--- src/rtl/lcd_scan_pkg.sv ---
package lcd_scan_pkg;

    typedef enum logic [1:0] {
        ST_HOLD = 2'd0,
        ST_ARM  = 2'd1,
        ST_SCAN = 2'd2
    } scan_state_t;

    typedef enum logic [1:0] {
        CNT_ZERO   = 2'd0,
        CNT_START0 = 2'd1,
        CNT_START1 = 2'd2,
        CNT_RUN    = 2'd3
    } cnt_cmd_t;

endpackage

--- src/rtl/lcd_scan_counter.sv ---
module lcd_scan_counter
    import lcd_scan_pkg::*;
#(
    parameter int ROWS  = 8,
    parameter int TICKS = 4
) (
    input  logic                    clk,
    input  logic                    por,
    input  cnt_cmd_t                cmd,
    output logic [$clog2(ROWS)-1:0] row,
    output logic                    tick_zero,
    output logic                    row_end,
    output logic                    frame_end
);
    localparam int ROW_W = $clog2(ROWS);
    localparam int TICK_W = $clog2(TICKS);
    localparam logic [TICK_W-1:0] TICK_LAST = TICK_W'(TICKS - 1);
    localparam logic [ROW_W-1:0] ROW_LAST = ROW_W'(ROWS - 1);

    logic [TICK_W-1:0] tick;

    always_ff @(posedge clk) begin
        if (por) begin
            tick <= '0;
            row  <= '0;
        end else begin
            unique case (cmd)
                CNT_ZERO, CNT_START0: begin
                    tick <= '0;
                    row  <= '0;
                end
                CNT_START1: begin
                    // the slave sees the sync change one cycle late
                    tick <= TICK_W'(1);
                    row  <= '0;
                end
                CNT_RUN: begin
                    if (tick == TICK_LAST) begin
                        tick <= '0;
                        row  <= (row == ROW_LAST) ? '0 : row + ROW_W'(1);
                    end else begin
                        tick <= tick + TICK_W'(1);
                    end
                end
                default: begin
                    tick <= '0;
                    row  <= '0;
                end
            endcase
        end
    end

    always_comb begin
        tick_zero = (tick == '0);
        row_end   = (tick == TICK_LAST);
        frame_end = (tick == TICK_LAST) && (row == ROW_LAST);
    end

endmodule

--- src/rtl/lcd_sync_detect.sv ---
module lcd_sync_detect (
    input  logic clk,
    input  logic por,
    input  logic fsync_in,
    output logic sync_edge,
    output logic sync_level
);
    logic fsync_q;

    always_ff @(posedge clk) begin
        // while in reset, track the input so that release makes no false edge
        fsync_q <= fsync_in;
    end

    always_comb begin
        sync_edge  = (fsync_in != fsync_q) && !por;
        sync_level = fsync_in;
    end

endmodule

--- src/rtl/lcd_scan_fsm.sv ---
module lcd_scan_fsm
    import lcd_scan_pkg::*;
(
    input  logic     clk,
    input  logic     por,
    input  logic     blank,
    input  logic     is_master,
    input  logic     sync_edge,
    input  logic     sync_level,
    input  logic     tick_zero,
    input  logic     row_end,
    input  logic     frame_end,
    output cnt_cmd_t cmd,
    output logic     row_load,
    output logic     phase_b
);
    scan_state_t state, state_nxt;
    logic        phase, phase_nxt;
    logic        first, first_nxt;

    // next state, counter command and phase
    always_comb begin
        state_nxt = state;
        phase_nxt = phase;
        first_nxt = first;
        cmd       = CNT_ZERO;
        unique case (state)
            ST_HOLD: begin
                if (!blank) begin
                    if (is_master) begin
                        // RELEASE_MASTER
                        state_nxt = ST_SCAN;
                        cmd       = CNT_START0;
                        phase_nxt = ~phase;
                        first_nxt = 1'b1;
                    end else begin
                        // RELEASE_SLAVE
                        state_nxt = ST_ARM;
                    end
                end
            end
            ST_ARM: begin
                if (blank) begin
                    state_nxt = ST_HOLD;          // STOP
                end else if (sync_edge) begin
                    state_nxt = ST_SCAN;          // LOCK
                    cmd       = CNT_START1;
                    phase_nxt = sync_level;
                    first_nxt = 1'b1;
                end
            end
            ST_SCAN: begin
                if (blank) begin
                    state_nxt = ST_HOLD;          // STOP
                end else begin
                    cmd = CNT_RUN;
                    if (row_end) begin
                        first_nxt = 1'b0;
                    end
                    if (is_master) begin
                        if (frame_end) begin
                            phase_nxt = ~phase;   // WRAP
                        end
                    end else if (sync_edge) begin
                        cmd       = CNT_START1;   // RESYNC
                        phase_nxt = sync_level;
                    end
                end
            end
            default: begin
                state_nxt = ST_HOLD;
            end
        endcase
    end

    // state register
    always_ff @(posedge clk) begin
        if (por) begin
            state <= ST_HOLD;
            phase <= 1'b0;
            first <= 1'b0;
        end else begin
            state <= state_nxt;
            phase <= phase_nxt;
            first <= first_nxt;
        end
    end

    // outputs
    always_comb begin
        row_load = (state == ST_SCAN) && tick_zero && !first;
        phase_b  = phase;
    end

endmodule

--- src/rtl/lcd_scan_timing.sv ---
module lcd_scan_timing
    import lcd_scan_pkg::*;
#(
    parameter int ROWS          = 8,
    parameter int TICKS_PER_ROW = 4
) (
    input  logic                    clk,
    input  logic [1:0]              strap_sel,
    input  logic                    blank,
    input  logic                    por,
    input  logic                    fsync_in,
    output logic [$clog2(ROWS)-1:0] row_addr,
    output logic                    row_load,
    output logic                    phase_b,
    output logic                    fsync_out,
    output logic                    fsync_oe
);
    cnt_cmd_t cmd;
    logic     is_master;
    logic     sync_edge, sync_level;
    logic     tick_zero, row_end, frame_end;

    assign is_master = (strap_sel == 2'b00);

    lcd_sync_detect i_sync (
        .clk        (clk),
        .por        (por),
        .fsync_in   (fsync_in),
        .sync_edge  (sync_edge),
        .sync_level (sync_level)
    );

    lcd_scan_counter #(
        .ROWS  (ROWS),
        .TICKS (TICKS_PER_ROW)
    ) i_cnt (
        .clk       (clk),
        .por       (por),
        .cmd       (cmd),
        .row       (row_addr),
        .tick_zero (tick_zero),
        .row_end   (row_end),
        .frame_end (frame_end)
    );

    lcd_scan_fsm i_fsm (
        .clk        (clk),
        .por        (por),
        .blank      (blank),
        .is_master  (is_master),
        .sync_edge  (sync_edge),
        .sync_level (sync_level),
        .tick_zero  (tick_zero),
        .row_end    (row_end),
        .frame_end  (frame_end),
        .cmd        (cmd),
        .row_load   (row_load),
        .phase_b    (phase_b)
    );

    assign fsync_out = phase_b;
    assign fsync_oe  = is_master;

endmodule

--- config.mk ---
export PLATFORM = sky130hd
export DESIGN_NAME = lcd_scan_timing
export DESIGN_NICKNAME = d
export VERILOG_FILES = /design/src/rtl/lcd_scan_pkg.sv /design/src/rtl/lcd_scan_counter.sv /design/src/rtl/lcd_sync_detect.sv /design/src/rtl/lcd_scan_fsm.sv /design/src/rtl/lcd_scan_timing.sv
export SDC_FILE = /design/constraint.sdc
export NUM_CORES = 1
export LEC_CHECK = 0
export ABC_AREA = 1
export BUFFER_PORTS_ARGS = -buffer_cell sky130_fd_sc_hd__buf_2
export CAP_MARGIN = 20
export CORE_AREA = 4 4 41 43
export DETAILED_ROUTE_END_ITERATION = 12
export DIE_AREA = 0 0 45 47
export GPL_ROUTABILITY_DRIVEN = 0
export PLACE_DENSITY = 0.77
export SLEW_MARGIN = 20
export SYNTH_ARGS = -nofsm -noshare
export SYNTH_HDL_FRONTEND = slang
export SYNTH_SLANG_ARGS = --single-unit
--- constraint.sdc ---
create_clock -name clk -period 2.3 [get_ports clk]
set_input_delay 0.115 -clock clk [delete_from_list [all_inputs] [get_ports clk]]
set_output_delay 0.115 -clock clk [all_outputs]
set_load 0.005 [all_outputs]
==> flow_metrics.py <==
metrics = {
    "status": {
        "status": "finished, final reports clean",
    },
    "clocking": {
        "cts_setup_buffers": 0,
        "hold_buffers": 1,
        "clkLatencyLatePin_ns": 0.27,
        "cts_tree": "yes",
        "cts_htree_levels": 1,
        "cts-root-buf": "clkbuf_4",
        "cts_buffers": 3,
        "cts_buffer_depth": 2,
        "cts_resized": 0,
        "path_clk_slew_ns": 0.07,
        "clock-sinks": 10,
    },
    "logic_synthesis": {
        "ys_warn_count": 0,
        "synth_fa_ha_area_share_pct": 14.1,
        "synth-compound-area-share_pct": 12.0,
        "syn_inst": 109,
        "yosysSeqAreaShare_pct": 28.2,
        "synth_xor_area_share_pct": 0,
        "synth_cell_types": 17,
        "synth.top_cell.area_share_pct": 28.2,
        "netlist_area_um2": 711,
        "synthSimpleGateAreaFrac_pct": 35.7,
        "syn-num-nets": 123,
        "muxShareOfSynthArea_pct": 0,
        "syn_avg_cell_area_um2": 6.52,
        "ys_ff_latch": 10,
        "synth_top_family_by_area": "simple AND/OR/NAND/NOR gates",
        "synthTopCellsByArea": "dfxtp_1 (28%), ha_1 (14%), nand2_1 (12%), nor2_1 (11%), inv_1 (8.5%)",
        "synth_top_area_cell": "dfxtp_1",
    },
    "worst_setup_path": {
        "cpPeakStageDelay_ns": 0.37,
        "slowest_stage": "dfxtp_1",
        "rr_worst_depth": 8,
        "crit_arrival_ns": 1.68,
        "rrSetupSlack_ns": 0.78,
        "worstSetupStartpointType": "flop",
        "r2r-start": "i_fsm.state[0]$_SDFFE_PP0P_",
        "worstPathCellList": "inv_1, ha_1, a21oi_1, o21ai_0, nor2_1, nand3_1, nand2_1, nor2_1",
        "cp-end-kind": "flop",
        "critPathBufInv": 1,
        "crit_fanout": 5,
        "critPathKind": "reg2reg",
        "r2r-end": "i_fsm.first$_SDFFE_PP0P_",
        "cp.required_ns": 2.47,
        "cp_common_cell": "nor2_1",
        "critPathTopFamily": "flip-flops",
    },
    "job": {
        "cap_violations": 0,
    },
    "die": {
        "core_area_mm2": 0.00130,
        "die_w_um": 45,
        "die_h_um": 47,
        "die_area_mm2": 0.00212,
        "row_count": 13,
        "start_util_pct": 54.6,
        "io_pins": 13,
    },
    "sta": {
        "setup_tns_ns": 0,
        "fin_skew_ns": 0.00847,
        "fmax_ghz": 0.660,
        "hold_viol": 0,
        "timing.final.crit_share_pct": 65.9,
        "rsz0062_at_grt": "no",
        "max-slew-margin-rel_pct": 84.7,
        "tightest_slew_ns": 0.227,
        "min_period_ns": 1.52,
        "finalSetupViolCount": 0,
        "drv_slew": 0,
    },
    "drt": {
        "via_count": 691,
        "drtAntennaViolNets": 0,
        "first_pass_iters": 4,
        "viasPerCell": 4.94,
        "drtIter0Drc": 7,
        "totalWireLength_mm": 1.45,
        "wl_per_cell_um": 10.4,
        "route.detailed.drc": 0,
    },
    "min_path": {
        "hold_path_end": "i_cnt.row[0]$_SDFFE_PP0P_",
        "hold_depth": 4,
        "hp-class": "in2reg",
        "min_from": "por",
    },
    "finish": {
        "drive_gt1_share_pct": 19.2,
        "final_common_cell": "nand2_1",
        "regArea_um2": 200,
        "fillers": 130,
        "finalInstanceArea_um2": 828,
        "multiInputGateArea_um2": 439,
        "area_growth_syn_to_layout_pct": 16.5,
        "instances_no_fill": 140,
        "final_nets": 140,
        "mostFrequentLayoutCells": "nand2_1 (22), nor2_1 (20), inv_1 (16)",
        "fin_util_pct": 63.7,
        "n_antenna_cell": 0,
    },
    "grt": {
        "grt.total_usage_pct": 16.4,
        "grt_pass1_vias": 636,
        "grt_max_degree": 11,
        "grt-ovfl-total": 0,
        "grt_pass1_wl_mm": 2.55,
        "antenna_found_initial": 0,
    },
    "power": {
        "power.density_mw_per_mm2": 852,
        "leakagePower_nw": 0.432,
        "ir_drop_mv": 0.433,
    },
    "placement": {
        "place_hpwl_mm": 1.19,
        "post_dp_cell_area_um2": 782,
        "portBuffers": 12,
        "place_inst": 135,
    },
}
[power breakdown]
group	leakage, nW	switching [mW]	internal, mW
combinational	0.330	0.193	0.123
sequential	0.0819	0.0255	0.204
clock	0.0210	0.0637	0.0961
total	0.432	0.282	0.423
[sequential cells by signal (all words and copies together) (netlist names)]
name / cells
i_cnt.row: 3
i_cnt.tick: 2
i_fsm.first: 1
i_fsm.phase_b: 1
i_fsm.state: 2
i_sync.fsync_q: 1
[through the flow]
stage | setup slack, ns | power, mW | hold WS [ns]
2_1_floorplan | 0.935 | 0.476 | 0.143
3_3_place_gp | 0.845 | 0.539 | 0.254
3_5_place_dp | 0.788 | 0.548 | 0.262
4_1_cts | 0.784 | 0.710 | 0.119
5_1_grt | 0.583 | 0.786 | 0.151
6_report | 0.784 | 0.705 | 0.123
[synth_stat cells (all sizes together)]
master and instances:
inv 17, o21ai 10, nand4 1, buf 1
nor2 22, a31oi 1, ha 8, nor3 2
a21oi 5, nand3 8, dfxtp 10, nand2 24
[logic make-up (layout without fill, tap and decap cells)]
logic type | after synthesis | in the layout
DFF | 10 | 10
adders and majority gates | 8 | 8
buffers and inverters | 18 | 34
AOI/OAI and AO/OA | 16 | 16
and+or+nand+nor | 57 | 57
[worst max-delay path by stage]
| stage | startpoint | end | cells after the start |
|---|---|---|---|
| global placement | i_fsm.state[0]$_SDFFE_PP0P_ | i_fsm.phase_b$_SDFFE_PP0P_ | 8 |
| finish | i_fsm.state[0]$_SDFFE_PP0P_ | i_fsm.first$_SDFFE_PP0P_ | 8 |
| detailed placement | i_fsm.state[0]$_SDFFE_PP0P_ | i_fsm.first$_SDFFE_PP0P_ | 8 |
| global route | i_fsm.state[1]$_SDFFE_PP0P_ | i_fsm.first$_SDFFE_PP0P_ | 8 |
| floorplan | i_fsm.state[0]$_SDFFE_PP0P_ | i_fsm.first$_SDFFE_PP0P_ | 8 |
| CTS | i_fsm.state[0]$_SDFFE_PP0P_ | i_fsm.first$_SDFFE_PP0P_ | 8 |
[area by class of cell]
type / count / area share, %
clock buffers: 4 / 4.38
inverters: 17 / 7.70
well taps: 15 / 2.27
multi-input cells: 81 / 53.0
repair buffers: 13 / 8.46
flip-flops and latches: 10 / 24.2
[per-layer routing]
metal,wire length (µm),global-route usage (%),vias to the layer above
li1,-,-,374
met1,681,20.9,300
met2,674,26.0,15
met3,87,5.36,2
met4,6,5.85,0
met5,0,0,-
[worst register-to-register path, delay by kind of cell (launching register included)]
kind	cells	cell delay, ns
buf+inv	1	0.08
flops	1	0.37
fa+ha+maj	1	0.27
compound gates	2	0.36
simple gates	4	0.34
(Power assumes the default switching activity.)
